File: config.mk
export PLATFORM = sky130hd
export DESIGN_NAME = lvd_ctrl
export DESIGN_NICKNAME = d
export VERILOG_FILES = /design/src/rtl/lvd_pkg.sv /design/src/rtl/lvd_sync.sv /design/src/rtl/lvd_regs.sv /design/src/rtl/lvd_core.sv /design/src/rtl/lvd_ctrl.sv
export SDC_FILE = /design/constraint.sdc
export NUM_CORES = 1
export LEC_CHECK = 0
export ABC_AREA = 1
export BUFFER_PORTS_ARGS = -buffer_cell sky130_fd_sc_hd__buf_2
export CAP_MARGIN = 10
export CORE_UTILIZATION = 40
export DETAILED_ROUTE_END_ITERATION = 8
export GPL_TIMING_DRIVEN = 1
export PLACE_DENSITY = 0.72
export SETUP_SLACK_MARGIN = 0.3
export SYNTH_ARGS = -nofsm -noshare
export SYNTH_HDL_FRONTEND = slang
export SYNTH_SLANG_ARGS = --single-unit
export TNS_END_PERCENT = 50
File: constraint.sdc
create_clock -name clk -period 0.9 [get_ports clk]
set_input_delay 0.18 -clock clk [delete_from_list [all_inputs] [get_ports clk]]
set_output_delay 0.18 -clock clk [all_outputs]
set_load 0.05 [all_outputs]
File: src/rtl/lvd_pkg.sv
package lvd_pkg;

    localparam int DATA_W = 8;
    localparam int ADDR_W = 2;

    localparam logic [ADDR_W-1:0] ADDR_CTRL = 2'd0;
    localparam logic [ADDR_W-1:0] ADDR_WARN = 2'd1;
    localparam logic [ADDR_W-1:0] ADDR_STAT = 2'd2;

    // field positions shared by the control and warning registers
    localparam int B_FLAG = 7;
    localparam int B_ACK  = 6;
    localparam int B_IE   = 5;
    localparam int B_RSTE = 4;
    localparam int B_EN   = 3;
    localparam int B_VSEL = 0;
    localparam int B_SRC  = 0;

    typedef struct packed {
        logic en;
        logic rste;
        logic ie;
        logic vsel;
    } det_cfg_t;

    typedef struct packed {
        logic ie;
        logic vsel;
    } warn_cfg_t;

    typedef struct packed {
        logic det_ack;
        logic warn_ack;
        logic stat_wr;
    } reg_evt_t;

    function automatic det_cfg_t det_cfg_default();
        det_cfg_t c;
        c.en   = 1'b1;
        c.rste = 1'b1;
        c.ie   = 1'b0;
        c.vsel = 1'b0;
        return c;
    endfunction

    function automatic warn_cfg_t warn_cfg_default();
        warn_cfg_t c;
        c.ie   = 1'b0;
        c.vsel = 1'b0;
        return c;
    endfunction

    function automatic logic [DATA_W-1:0] pack_ctrl(det_cfg_t c, logic flag);
        logic [DATA_W-1:0] d;
        d         = '0;
        d[B_FLAG] = flag;
        d[B_IE]   = c.ie;
        d[B_RSTE] = c.rste;
        d[B_EN]   = c.en;
        d[B_VSEL] = c.vsel;
        return d;
    endfunction

    function automatic logic [DATA_W-1:0] pack_warn(warn_cfg_t c, logic flag);
        logic [DATA_W-1:0] d;
        d         = '0;
        d[B_FLAG] = flag;
        d[B_IE]   = c.ie;
        d[B_VSEL] = c.vsel;
        return d;
    endfunction

endpackage

File: src/rtl/lvd_sync.sv
module lvd_sync #(
    parameter int WIDTH  = 2,
    parameter int STAGES = 2
) (
    input  logic             clk,
    input  logic             clr,
    input  logic [WIDTH-1:0] async_i,
    output logic [WIDTH-1:0] level_o,
    output logic [WIDTH-1:0] rise_o
);

    logic [WIDTH-1:0] chain [STAGES];
    logic [WIDTH-1:0] prev_q;

    always_ff @(posedge clk) begin
        if (clr) chain[0] <= '0;
        else     chain[0] <= async_i;
    end

    for (genvar g = 1; g < STAGES; g++) begin : g_stage
        always_ff @(posedge clk) begin
            if (clr) chain[g] <= '0;
            else     chain[g] <= chain[g-1];
        end
    end

    always_ff @(posedge clk) begin
        if (clr) prev_q <= '0;
        else     prev_q <= chain[STAGES-1];
    end

    assign level_o = chain[STAGES-1];
    assign rise_o  = chain[STAGES-1] & ~prev_q;

    for (genvar b = 0; b < WIDTH; b++) begin : g_chk
        AST_RISE_SINGLE: assert property (@(posedge clk) disable iff (clr)
            rise_o[b] |=> !rise_o[b]);
    end

endmodule

File: src/rtl/lvd_regs.sv
module lvd_regs
    import lvd_pkg::*;
(
    input  logic              clk,
    input  logic              clr,
    input  logic              wr_i,
    input  logic [ADDR_W-1:0] addr_i,
    input  logic [DATA_W-1:0] wdata_i,
    input  logic              det_flag_i,
    input  logic              warn_flag_i,
    input  logic              src_i,
    output det_cfg_t          det_cfg_o,
    output warn_cfg_t         warn_cfg_o,
    output reg_evt_t          evt_o,
    output logic [DATA_W-1:0] rdata_o
);

    det_cfg_t  det_q;
    warn_cfg_t warn_q;

    always_ff @(posedge clk) begin
        if (clr) begin
            det_q  <= det_cfg_default();
            warn_q <= warn_cfg_default();
        end else if (wr_i) begin
            if (addr_i == ADDR_CTRL) begin
                det_q.en   <= wdata_i[B_EN];
                det_q.rste <= wdata_i[B_RSTE];
                det_q.ie   <= wdata_i[B_IE];
                det_q.vsel <= wdata_i[B_VSEL];
            end
            if (addr_i == ADDR_WARN) begin
                warn_q.ie   <= wdata_i[B_IE];
                warn_q.vsel <= wdata_i[B_VSEL];
            end
        end
    end

    // acknowledge strobes are decoded, never stored
    always_comb begin
        evt_o.det_ack  = wr_i && (addr_i == ADDR_CTRL) && wdata_i[B_ACK];
        evt_o.warn_ack = wr_i && (addr_i == ADDR_WARN) && wdata_i[B_ACK];
        evt_o.stat_wr  = wr_i && (addr_i == ADDR_STAT);
    end

    // read map
    always_comb begin
        rdata_o = '0;
        case (addr_i)
            ADDR_CTRL: rdata_o = pack_ctrl(det_q, det_flag_i);
            ADDR_WARN: rdata_o = pack_warn(warn_q, warn_flag_i);
            ADDR_STAT: rdata_o[B_SRC] = src_i;
            default:   rdata_o = '0;
        endcase
    end

    assign det_cfg_o  = det_q;
    assign warn_cfg_o = warn_q;

    AST_ACK_NOT_STORED: assert property (@(posedge clk) disable iff (clr)
        (addr_i == ADDR_CTRL) |-> !rdata_o[B_ACK]);

endmodule

File: src/rtl/lvd_core.sv
module lvd_core
    import lvd_pkg::*;
(
    input  logic      clk,
    input  logic      rst,
    input  logic      por,
    input  det_cfg_t  det_cfg_i,
    input  warn_cfg_t warn_cfg_i,
    input  reg_evt_t  evt_i,
    input  logic      det_lvl_i,
    input  logic      det_rise_i,
    input  logic      warn_rise_i,
    output logic      det_flag_o,
    output logic      warn_flag_o,
    output logic      src_o,
    output logic      rst_req_o,
    output logic      det_irq_o,
    output logic      warn_irq_o
);

    logic rst_req_q, rst_req_d;
    logic det_flag_q, det_flag_d;
    logic warn_flag_q, warn_flag_d;
    logic src_q, src_d;
    logic det_set, warn_set;

    always_comb begin
        det_set     = det_rise_i && det_cfg_i.en && !det_cfg_i.rste;
        warn_set    = warn_rise_i && det_cfg_i.en;
        rst_req_d   = det_lvl_i && (rst_req_q || (det_cfg_i.en && det_cfg_i.rste));
        det_flag_d  = det_set  || (det_flag_q  && !evt_i.det_ack);
        warn_flag_d = warn_set || (warn_flag_q && !evt_i.warn_ack);
        if (rst_req_d)          src_d = 1'b1;
        else if (evt_i.stat_wr) src_d = 1'b0;
        else                    src_d = src_q;
    end

    always_ff @(posedge clk) begin
        if (por || rst) begin
            rst_req_q   <= 1'b0;
            det_flag_q  <= 1'b0;
            warn_flag_q <= 1'b0;
            src_q       <= por;
        end else begin
            rst_req_q   <= rst_req_d;
            det_flag_q  <= det_flag_d;
            warn_flag_q <= warn_flag_d;
            src_q       <= src_d;
        end
    end

    assign det_flag_o  = det_flag_q;
    assign warn_flag_o = warn_flag_q;
    assign src_o       = src_q;
    assign rst_req_o   = rst_req_q;
    assign det_irq_o   = det_flag_q && det_cfg_i.ie;
    assign warn_irq_o  = warn_flag_q && warn_cfg_i.ie;

    AST_RREQ_HOLD: assert property (@(posedge clk) disable iff (rst || por)
        rst_req_q && det_lvl_i |=> rst_req_q);
    AST_RREQ_RELEASE: assert property (@(posedge clk) disable iff (rst || por)
        !det_lvl_i |=> !rst_req_q);
    AST_RREQ_GATED: assert property (@(posedge clk) disable iff (rst || por)
        !rst_req_q && !(det_cfg_i.en && det_cfg_i.rste) |=> !rst_req_q);
    AST_SRC_COVERS: assert property (@(posedge clk) disable iff (rst || por)
        rst_req_q |-> src_q);
    AST_DET_SET_WINS: assert property (@(posedge clk) disable iff (rst || por)
        det_rise_i && det_cfg_i.en && !det_cfg_i.rste |=> det_flag_q);
    AST_DET_ACK_CLR: assert property (@(posedge clk) disable iff (rst || por)
        evt_i.det_ack && !(det_rise_i && det_cfg_i.en && !det_cfg_i.rste) |=> !det_flag_q);
    AST_WARN_SET: assert property (@(posedge clk) disable iff (rst || por)
        warn_rise_i && det_cfg_i.en |=> warn_flag_q);
    AST_NO_FLAG_DISABLED: assert property (@(posedge clk) disable iff (rst || por)
        !det_cfg_i.en && !det_flag_q |=> !det_flag_q);

endmodule

File: src/rtl/lvd_ctrl.sv
module lvd_ctrl
    import lvd_pkg::*;
#(
    parameter int SYNC_STAGES = 2
) (
    input  logic        clk,
    input  logic        rst,
    input  logic        por,
    input  logic        det_low_i,
    input  logic        warn_low_i,
    input  logic        reg_wr_i,
    input  logic [1:0]  reg_addr_i,
    input  logic [7:0]  reg_wdata_i,
    output logic [7:0]  reg_rdata_o,
    output logic        rst_req_o,
    output logic        det_irq_o,
    output logic        warn_irq_o,
    output logic        det_vsel_o,
    output logic        warn_vsel_o,
    output logic        lvd_src_o
);

    localparam int NCMP  = 2;
    localparam int I_DET = 0;
    localparam int I_WRN = 1;

    logic            clr;
    logic [NCMP-1:0] cmp_lvl, cmp_rise;
    det_cfg_t        det_cfg;
    warn_cfg_t       warn_cfg;
    reg_evt_t        evt;
    logic            det_flag, warn_flag, src;

    assign clr = rst || por;

    lvd_sync #(.WIDTH(NCMP), .STAGES(SYNC_STAGES)) u_sync (
        .clk     (clk),
        .clr     (clr),
        .async_i ({warn_low_i, det_low_i}),
        .level_o (cmp_lvl),
        .rise_o  (cmp_rise)
    );

    lvd_regs u_regs (
        .clk         (clk),
        .clr         (clr),
        .wr_i        (reg_wr_i),
        .addr_i      (reg_addr_i),
        .wdata_i     (reg_wdata_i),
        .det_flag_i  (det_flag),
        .warn_flag_i (warn_flag),
        .src_i       (src),
        .det_cfg_o   (det_cfg),
        .warn_cfg_o  (warn_cfg),
        .evt_o       (evt),
        .rdata_o     (reg_rdata_o)
    );

    lvd_core u_core (
        .clk         (clk),
        .rst         (rst),
        .por         (por),
        .det_cfg_i   (det_cfg),
        .warn_cfg_i  (warn_cfg),
        .evt_i       (evt),
        .det_lvl_i   (cmp_lvl[I_DET]),
        .det_rise_i  (cmp_rise[I_DET]),
        .warn_rise_i (cmp_rise[I_WRN]),
        .det_flag_o  (det_flag),
        .warn_flag_o (warn_flag),
        .src_o       (src),
        .rst_req_o   (rst_req_o),
        .det_irq_o   (det_irq_o),
        .warn_irq_o  (warn_irq_o)
    );

    assign det_vsel_o  = det_cfg.vsel;
    assign warn_vsel_o = warn_cfg.vsel;
    assign lvd_src_o   = src;

endmodule

# --- After elaboration in Yosys (flattened, before gate mapping) ---
# Memories as Yosys holds them, arrays and structs flattened.
# Cells that the tools add are included.
classes:
  eq_ne: 2
  n_mux: 10
  bitwise: 4
  reduce_logical: 25
op_table:
  columns: ["operator", "count"]
  rows:
  - ["logical AND 1 bit", 14]
  - ["case mux 7 bit (2 select lines)", 1]
  - ["2-to-1 mux 1 bit", 6]
  - ["logical OR 1 bit", 4]
  - ["2-to-1 mux 2 bit", 2]
  - ["AND reduction 2 bit", 2]
  - ["logical NOT 1 bit", 3]
  - ["case mux 1 bit (3 select lines)", 1]
  - ["nonzero test 3 bit", 1]
  - ["bitwise AND 2 bit", 1]
  - ["equality test 2 x 1 -> 1 bit (second input constant)", 1]
  - ["equality test 2 bit (second input constant)", 1]
  - ["logical NOT 2 bit", 1]
  - ["inverter 2 bit", 1]
  - ["OR 1 bit", 2]
word_totals:
  n_memories: 1
  ff_bits: 12
  ramBits: 4
  output_inout_bits: 14
  word_cells: 53
memory_table:
  columns: ["memory", "words", "width", "rd", "rd_ports_with_merged_regs", "wr", "line_no", "source"]
  rows:
  - ["u_sync.chain", 2, 2, 2, 0, 2, "lvd_sync.sv:12", "logic [WIDTH-1:0] chain [STAGES];"]

# --- Depth between registers and ports, before layout ---
# Gate-level depths: netlist of run 1.
depth:
  word_depth: 6
  mapped_depth: 5

# --- Hierarchy ---
# Synthesis of run 1 repeated with hierarchy kept, for this count alone.
hier_totals:
  cells_unflattened: 114
  area_unflattened_um2: 779.5
by_module_without_submodules:
  columns: ["module", "cells_per_inst", "seq_area_each_um2", "instances", "area_each_um2"]
  rows:
  - ["lvd_regs", 62, 120.1, 1, 404.1]
  - ["lvd_core", 29, 90.1, 1, 191.4]
  - ["lvd_sync", 20, 120.1, 1, 172.7]
  - ["lvd_ctrl", 3, 0.0, 1, 11.3]

# --- Worst setup path after synthesis of run 1 ---
# Ideal clock, no wire load.
synth_timing:
  kind: "register to output"
  startpoint: "reg u_regs.warn_q, in the netlist u_regs.warn_cfg_o[0]"
  endpoint: "out reg_rdata_o[0]"
  path_slack_ns: -0.818
  n_path_buf: 0
  stages_incl_launch_ff: 3
  arrival_time_ns: 1.538
  t_required_ns: 0.720
  path_cell_list: "dfxtp_1 > inv_1 > o211ai_1"
synth_between:
  elab_chain_len: 1
synth_lines:
  columns: ["element", "line_no", "source"]
  rows:
  - ["start: declaration", "lvd_regs.sv:19", "warn_cfg_t warn_q;"]
  - ["start signal: assignment", "lvd_regs.sv:24", "warn_q <= warn_cfg_default();"]
  - ["case mux 1 bit (3 select lines)", "lvd_regs.sv:49", "case (addr_i)"]
  - ["end: declaration", "lvd_ctrl.sv:14", "output logic [7:0] reg_rdata_o,"]
# No other way between the ends.

# --- Worst setup path after layout of run 1 ---
# Ends and elaborated chain as after synthesis.

==> results.yml, run 1 <==
yosys:
  synth_top_area_cell: "dfxtp_1"
  synth_cell_types: 20
  synth_area_um2: 706.9
  netlist_instances: 97
  synth_warnings: 0
  synth.top_cell.area_share_pct: 42.48
  synth_area_per_cell_um2: 7.288
  ys_seq_area_share_pct: 46.73
  synth_seq_cells: 16
  synth_top_cells_by_area: "dfxtp_1 42%, nand2_1 10%, nor2_1 9.0%, inv_1 8.0%, nand3_1 5.7%"
global_routing:
  antenna_found_initial: 0
  grt_pass1_wl_mm: 2.566
  gr-usage-all-layers_pct: 17.81
  grt_pass1_vias: 634
  grt-ovfl-total: 0
  grt_start_max_net_pins: 10
critical_path:
  crit_family: "flip-flops"
  path_buf_inv: 2
  worstPathMaxFanout: 2
  path_cells: "inv_2 > o211ai_1 > buf_4"
  crit_type: "reg2out"
  max_stage_delay_ns: 0.37
  startpoint_type: "register"
  worstPathArrival_ns: 1.07
  crit_required_ns: 0.72
  worst_setup_path_end_kind: "output port"
  cp_slowest_cell: "dfxtp_4"
power_and_ir_drop:
  pwr-share-seq_pct: 49.1
  leakagePower_uw: 0.0005397
  p_sw_uw: 418.6
  power_per_cell_area_nw_per_um2: 1304
  internal_power_uw: 1071
  p_comb_share_pct: 18.8
  clkPwrFrac_pct: 32.1
  swShare_pct: 28.11
  power.total_uw: 1490
  peakVddDrop_uv: 963.4
placed_design:
  dp_hpwl_mm: 1.149
  port_buffers: 23
  place_congestion: 0.8203
  dpl_cell_area_um2: 953.4
final_layout:
  final_util_pct: 72.46
  antenna_cells: 0
  fin_area_um2: 1142
  final_common_cell: "nor2_1"
  drive_above_1_share_pct: 58.65
  mostFrequentLayoutCells: "14 x nor2_1, 13 x buf_2, 10 x nand2_1"
  area_growth_pct: 61.59
  layout.nets: 150
die:
  start_util_pct: 44.84
  rows: 14
  core_um2: 1577
  num_io_pins: 30
  die_w_um: 44.04
  die-area_um2: 1940
  fp.dieH_um: 44.04
clock_network:
  clock_latency_ns: 0.29
  clk_pin_slew_ns: 0.10
  cts_buffer_depth: 2
  cts_hold_repair.buffers: 0
  clock-sinks: 16
  cts_buffers: 3
  cts_tree: "built"
  root_buffer: "clkbuf_4"
  h-tree-depth: 1
timing:
  hold_viol: 0
  rsz0062_at_grt: "yes"
  period_share_pct: 139.0
  fin_crit_ns: 1.251
  setup_viol: 14
  slew_viol_final: 0
  fin_ws_ns: -0.3507
  max_freq_ghz: 0.7996
  clock_skew_ns: 0.005040
  holdWs_ns: 0.08217
route:
  routed-via-count: 707
  drt_pass1_iterations: 6
  detail_route.vias_per_cell: 4.745
  wl_per_cell_um: 10.59
  drc: 0
  ant_nets: 0
  drt-total-wl_mm: 1.578
  drt_iter0_drc: 14
status:
  violations: "setup timing"
  outcome: "finished with violations"
job:
  cap_violations: 0
worst_hold_path:
  min_path_type: "in2reg"
-- final cells by class --
type / count / area [µm²]
clock buffers: 4 / 36.28
flip-flops and latches: 16 / 352.8
well taps: 16 / 20.02
inverters: 18 / 68.82
fillers: 126 / 434.2
multi-input cells: 62 / 369.1
repair buffers: 33 / 295.3
-- per-layer routing --
metal | up-vias | wire length, µm | track usage, %
li1 | 361 | - | -
met1 | 318 | 677 | 21.67
met2 | 26 | 791 | 32.06
met3 | 2 | 89 | 2.857
met4 | 0 | 20 | 5.455
met5 | - | 0 | 0
-- sequential cells by signal (all words and copies together), names as in the netlist --
name and count:
u_core.det_flag_o 1, u_sync.prev_q 2, u_sync.chain 4, u_regs.det_cfg_o 4
u_core.warn_flag_o 1, u_regs.warn_cfg_o 2, u_core.src_o 1, u_core.rst_req_o 1
-- synth_stat cells --
master / number
a21oi_1: 3
buf_4: 3
clkinv_2: 1
conb_1: 1
dfxtp_1: 15
edfxtp_1: 1
inv_1: 15
inv_2: 2
nand2_1: 19
nand2_4: 1
nand3_1: 8
nand3_2: 1
nand4_1: 1
nor2_1: 17
nor2_2: 1
nor2_4: 2
o211ai_1: 1
o21ai_0: 3
or2_0: 1
or2_1: 1
-- kinds of logic after synthesis --
kind of cell | share of synthesized area [%]
other cells | 0.5305
buf+inv | 12.92
simple gates | 34.52
compound gates | 5.309
flops | 46.73
-- per-stage QoR --
| step | TNS, ns | setup WS, ns | cells |
|---|---|---|---|
| detailed placement | -1.629 | -0.2867 | 142 |
| global placement | -1.498 | -0.2624 | 142 |
| global route | -3.046 | -0.4090 | 149 |
| floorplan | -0.7803 | -0.5387 | 99 |
| finish | -2.516 | -0.3507 | 149 |
| CTS | -2.616 | -0.3484 | 149 |
-- worst min-delay path, delay by kind of cell --
kind | cells | cell delay [ns]
and+or+nand+nor | 2 | 0.09
buffers and inverters | 1 | 0.08
-- power by group through the flow --
stage                     Combinational (µW)  Sequential [µW]  Clock, µW
final                                    279              732        478
after global placement                   243              749          0
after CTS                                272              731        490
after floorplan                          144              768          0
after detailed placement                 247              749          0
after global routing                     299              735        513
-- final timing paths --
path | startpoint | end | slack, ns | cells after the start
worst max-delay path | u_regs.warn_cfg_o[0] | reg_rdata_o[0] | -0.35 | 3
worst min-delay path | reg_wdata_i[4] | u_regs.det_cfg_o[2] | 0.08 | 3
worst max register to register | u_regs.det_cfg_o[3] | u_core.src_o | -0.17 | 4
worst min register to register | u_sync.chain[0][1] | u_sync.chain[1][1] | 0.41 | 2
-- what timing repair did --
item | in CTS | in global routing
pin swaps | 12 | 4
setup buffers | 3 | 0
gates resized for setup | 35 | 13
setup endpoints to repair | 22 | 23
Note: power is estimated with default switching activity, not from simulation.
==> inputs of run 2 (changes only) <==
- CORE_UTILIZATION: 40 -> 43
- CTS_BUF_LIST: not set -> sky130_fd_sc_hd__clkbuf_2
- HOLD_SLACK_MARGIN: not set -> 0.06
- PLACE_DENSITY: 0.72 -> 0.76
==> results.yml, run 2 (synthesis results as in run 1) <==
die:
  start_util_pct: 46.39
  die-area_um2: 1810
  rows: 14
  core_um2: 1524
  die_w_um: 42.55
  fp.dieH_um: 42.55
  num_io_pins: 30
critical_path:
  worst_setup_path_end_kind: "output port"
  path_buf_inv: 1
  max_stage_delay_ns: 0.41
  cp_slowest_cell: "edfxtp_1"
  crit_family: "flip-flops"
  crit_required_ns: 0.72
  startpoint_type: "register"
  crit_start: "u_core.src_o"
  crit-reg2reg-launch: "u_regs.det_cfg_o[2]"
  path_cells: "nand3_1 > o211ai_1 > buf_4"
  worstPathMaxFanout: 2
  worstPathArrival_ns: 1.07
  crit_type: "reg2out"
final_layout:
  area_growth_pct: 65.84
  final_util_pct: 76.93
  final_common_cell: "buf_4"
  finalNonFillerCells: 157
  drive_above_1_share_pct: 58.87
  layout.nets: 158
  mostFrequentLayoutCells: "15 x buf_4, 13 x nand2_1, 13 x nor2_1"
  final.fill_count: 103
  antenna_cells: 0
  fin_area_um2: 1172
route:
  wl_per_cell_um: 11.56
  ant_nets: 0
  drt_pass1_iterations: 4
  drt_iter0_drc: 9
  routed-via-count: 746
  drt-total-wl_mm: 1.815
  drc: 0
  detail_route.vias_per_cell: 4.752
timing:
  period_share_pct: 138.6
  rsz0062_at_grt: "yes"
  hold_viol: 0
  fin_ws_ns: -0.3476
  fin_crit_ns: 1.248
  max_freq_ghz: 0.8015
  tns_ns: -2.876
  clock_skew_ns: 0.008934
  slew_viol_final: 0
  setup_viol: 14
placed_design:
  dp.cells: 146
  port_buffers: 23
  dpl_cell_area_um2: 970.9
  dp_hpwl_mm: 1.261
  place_congestion: 0.8100
global_routing:
  grt-ovfl-total: 0
  grt_pass1_wl_mm: 3.160
  grt_pass1_vias: 765
  gr-usage-all-layers_pct: 23.32
  antenna_found_initial: 0
  grt_start_max_net_pins: 10
power_and_ir_drop:
  clkPwrFrac_pct: 22.8
  p_comb_share_pct: 22.3
  power_per_cell_area_nw_per_um2: 1140
  internal_power_uw: 936.8
  leakagePower_uw: 0.0005681
  peakVddDrop_uv: 1113
  swShare_pct: 29.93
  power.total_uw: 1337
  p_sw_uw: 400.1
  pwr-share-seq_pct: 54.9
worst_hold_path:
  worstHoldStart: "warn_low_i"
  min_path_type: "in2reg"
job:
  cap_violations: 0
clock_network:
  cts_buffers: 3
  cts_buffer_depth: 2
  cts_tree: "built"
  root_buffer: "clkbuf_2"
  clock-sinks: 16
  h-tree-depth: 1
  clock_latency_ns: 0.28
  clk_pin_slew_ns: 0.15
  cts_hold_repair.buffers: 0
status:
  violations: "setup timing"
  outcome: "finished with violations"
run 2: stage by stage:
step	worst slack [ns]	hold slack (ns)
2_1_floorplan	-0.5387	0.2922
3_3_place_gp	-0.2453	0.3892
3_5_place_dp	-0.2911	0.3876
4_1_cts	-0.3412	0.06937
5_1_grt	-0.4304	0.04016
6_report	-0.3476	0.08846
run 2: cell type report:
class | count | area [µm²] | area share [%]
Tap cell | 16 | 20.02 | 1.708
Inverter | 18 | 68.82 | 5.870
Multi-Input combinational cell | 62 | 369.1 | 31.48
Clock buffer | 3 | 15.01 | 1.281
Clock inverter | 1 | 3.754 | 0.3202
Sequential cell | 16 | 350.3 | 29.88
Timing Repair Buffer | 41 | 345.3 | 29.46
run 2: power groups by stage:
| stage | registers (µW) | clock network [µW] | logic [µW] |
|---|---|---|---|
| 2_1_floorplan | 768 | 0 | 144 |
| 3_3_place_gp | 748 | 0 | 246 |
| 3_5_place_dp | 749 | 0 | 251 |
| 4_1_cts | 734 | 325 | 281 |
| 5_1_grt | 737 | 368 | 317 |
| 6_report | 734 | 305 | 298 |
run 2: final timing paths:
| kind | end | depth (start not counted) | slack, ns |
|---|---|---|---|
| worst max-delay path | reg_rdata_o[0] | 3 | -0.35 |
| worst min-delay path | u_sync.chain[0][1] | 3 | 0.09 |
| worst max register to register | u_core.src_o | 4 | -0.20 |
| worst min register to register | u_sync.chain[1][0] | 2 | 0.42 |
run 2: repair_timing:
action	in CTS	in global routing
pin swaps	13	6
cloned	0	0
setup endpoints to repair	23	23
gates resized for setup	36	10
buffers inserted	6	1
hold endpoints to repair	0	1
run 2: worst reg2reg max path, stage by stage, from the launching register on:
cell and delay, ns:
dfxtp_2 0.36, buf_6 0.12, a21oi_4 0.14, nor2_2 0.05
or2_1 0.20
run 2: per-layer routing:
layer  routed length [µm]  share of wire (%)  track usage [%]
met2                 1028                 57            44.31
met4                   33                1.8            10.63
met3                   52                2.9            4.741
met5                    0                  0                0
met1                  701                 39            23.92
==> inputs of run 3 (changes only) <==
- ABC_AREA: 1 -> 0
- CORE_UTILIZATION: 43 -> 44
- CTS_CLUSTER_SIZE: not set -> 12
==> results.yml, run 3 <==
final_layout:
  mostFrequentLayoutCells: "15 x buf_4, 10 x buf_2, 10 x buf_6"
  multiInputGateArea_um2: 514.2
  drive_above_1_share_pct: 73.21
  final_common_cell: "buf_4"
  area_growth_pct: 68.26
  regArea_um2: 362.8
  finalNonFillerCells: 128
  antenna_cells: 0
  final.fill_count: 97
  fin_area_um2: 1274
  final_util_pct: 81.70
  layout.nets: 129
placed_design:
  dp_hpwl_mm: 1.260
  dpl_cell_area_um2: 1037
  port_buffers: 23
  place_congestion: 0.7470
  dp.cells: 120
  pre_cts_slack_ns: -0.2741
route:
  routed-via-count: 690
  drc: 2
  drt-total-wl_mm: 2.035
  detail_route.vias_per_cell: 5.391
  drt_pass1_iterations: 6
  drt_iter0_drc: 29
  wl_per_cell_um: 15.90
  ant_nets: 0
yosys:
  synth_area_um2: 757.0
  synth_top_cells_by_area: "dfxtp_1 40%, mux2i_1 9.3%, or3b_2 8.1%, and2_1 5.8%, and4bb_2 5.0%"
  synth-main-ff-cell: "dfxtp_1"
  synth_seq_cells: 16
  synth_most_common_cell: "dfxtp_1"
  synth_warnings: 0
  netlist_instances: 74
  synth_top_area_cell: "dfxtp_1"
  synth_area_per_cell_um2: 10.23
  synth.top_cell.area_share_pct: 39.67
  ys_seq_area_share_pct: 43.64
  synth_edf_count: 1
  synth_cell_types: 29
  synthTopCellsByCount: "15 x dfxtp_1, 7 x and2_1, 7 x mux2i_1, 7 x or3b_2"
  synth-async-reset-ratio_pct: 0
status:
  violations: "DRC, setup timing"
  outcome: "finished with violations"
timing:
  clock_skew_ns: 0.01627
  setup_viol: 19
  period_share_pct: 152.8
  fin_crit_ns: 1.375
  fin_ws_ns: -0.4749
  max_freq_ghz: 0.7273
  slew_viol_final: 0
  hold_viol: 0
  rsz0062_at_grt: "yes"
power_and_ir_drop:
  clkPwrFrac_pct: 23.8
  pwr-share-seq_pct: 52.6
  p_comb_share_pct: 23.7
  internal_power_uw: 952.5
  p_sw_uw: 416.1
  leakagePower_uw: 0.0005273
  peakVddDrop_uv: 995.1
  swShare_pct: 30.40
  power_per_cell_area_nw_per_um2: 1074
clock_network:
  cts_hold_repair.buffers: 0
  h-tree-depth: 1
  clock_latency_ns: 0.30
  root_buffer: "clkbuf_2"
  cts_buffer_depth: 2
  clock-sinks: 16
  clk_pin_slew_ns: 0.16
  cts_buffers: 3
  cts_tree: "built"
critical_path:
  worstPathMaxFanout: 2
  worst_setup_path_end_kind: "output port"
  cp_slowest_cell: "edfxtp_1"
  worstPathArrival_ns: 1.19
  startpoint_type: "register"
  crit_family: "flip-flops"
  path_buf_inv: 1
  path_cells: "mux2i_2 > o21ai_4 > buf_6"
  crit_required_ns: 0.72
  crit_type: "reg2out"
  max_stage_delay_ns: 0.45
die:
  die_w_um: 43.48
  core_um2: 1559
  rows: 14
  fp.dieH_um: 43.48
  num_io_pins: 30
  die-area_um2: 1890
  start_util_pct: 48.56
global_routing:
  grt_pass1_wl_mm: 3.139
  grt_pass1_vias: 689
  gr-usage-all-layers_pct: 23.26
  grt_start_max_net_pins: 12
  grt-ovfl-total: 0
  antenna_found_initial: 0
job:
  cap_violations: 0
worst_hold_path:
  min_path_type: "in2reg"
-- run 3: changes by cell type after synthesis, sizes merged, moves of 2 or more --
cell	change
nand2	-19
nor2	-16
inv	-15
nand3	-9
or3b	+8
and2	+7
mux2i	+7
clkbuf	+4
and4bb	+3
a211o	+2
a21oi	-2
nor3b	+2
o21ai	-2
-- run 3: worst paths after layout --
check / start / to / slack, ns / cells after the start
max: u_core.src_o / reg_rdata_o[0] / -0.47 / 3
min: warn_low_i / u_sync.chain[0][1] / 0.07 / 2
max reg2reg: u_regs.det_cfg_o[2] / u_core.det_flag_o / -0.29 / 3
min reg2reg: u_sync.chain[0][0] / u_sync.chain[1][0] / 0.45 / 1
-- run 3: power by group through the flow --
stage | Clock (µW) | Combinational [µW] | Sequential, µW
global route | 356 | 341 | 722
finish | 325 | 324 | 720
floorplan | 0 | 193 | 762
CTS | 317 | 304 | 730
global placement | 0 | 260 | 747
detailed placement | 0 | 265 | 748
-- run 3: per-layer routing --
| layer | GRT usage, % | part of all wire [%] | up-vias |
|---|---|---|---|
| met2 | 40.61 | 55 | 17 |
| met3 | 3.750 | 3.4 | 5 |
| met1 | 27.68 | 40 | 332 |
| met4 | 11.25 | 1.7 | 0 |
| li1 | - | - | 336 |
| met5 | 0 | 0 | - |
-- run 3: kinds of logic after synthesis --
group / count (synthesis) / share of synthesized area, %
and+or+nand+nor: 32 / 32.07
DFF: 16 / 43.64
buffers and inverters: 10 / 6.611
AOI/OAI and AO/OA: 8 / 7.934
muxes: 7 / 9.257
other: 1 / 0.4954
-- run 3: worst reg2reg max path: cells and delay by family (launching register included) --
kind | cells | cell delay [ns]
buffers and inverters | 1 | 0.12
AO/OA/AOI/OAI | 1 | 0.15
flip-flops | 1 | 0.36
AND/OR/NAND/NOR | 1 | 0.52
-- run 3: area by class of cell --
class / count / share of cell area, %
Multi-Input combinational cell: 50 / 40.37
Sequential cell: 16 / 28.49
Timing Repair Buffer: 40 / 27.50
Tap cell: 16 / 1.572
Clock buffer: 3 / 1.179
Inverter: 2 / 0.5894
Clock inverter: 1 / 0.2947
-- run 3: what timing repair did --
action	in CTS	in global routing
cloned	0	0
gates resized for setup	45	12
pin swaps	5	4
endpoints found under the setup margin	27	23
buffers inserted	3	1
-- run 3: metrics by stage --
stage	total power, µW	hold WS [ns]	TNS (ns)
after detailed placement	1013	0.3958	-3.140
after global placement	1007	0.3835	-2.788
after floorplan	955.3	0.3017	-1.394
after CTS	1351	0.08797	-3.332
final	1369	0.06951	-3.653
after global routing	1419	0.06904	-4.242
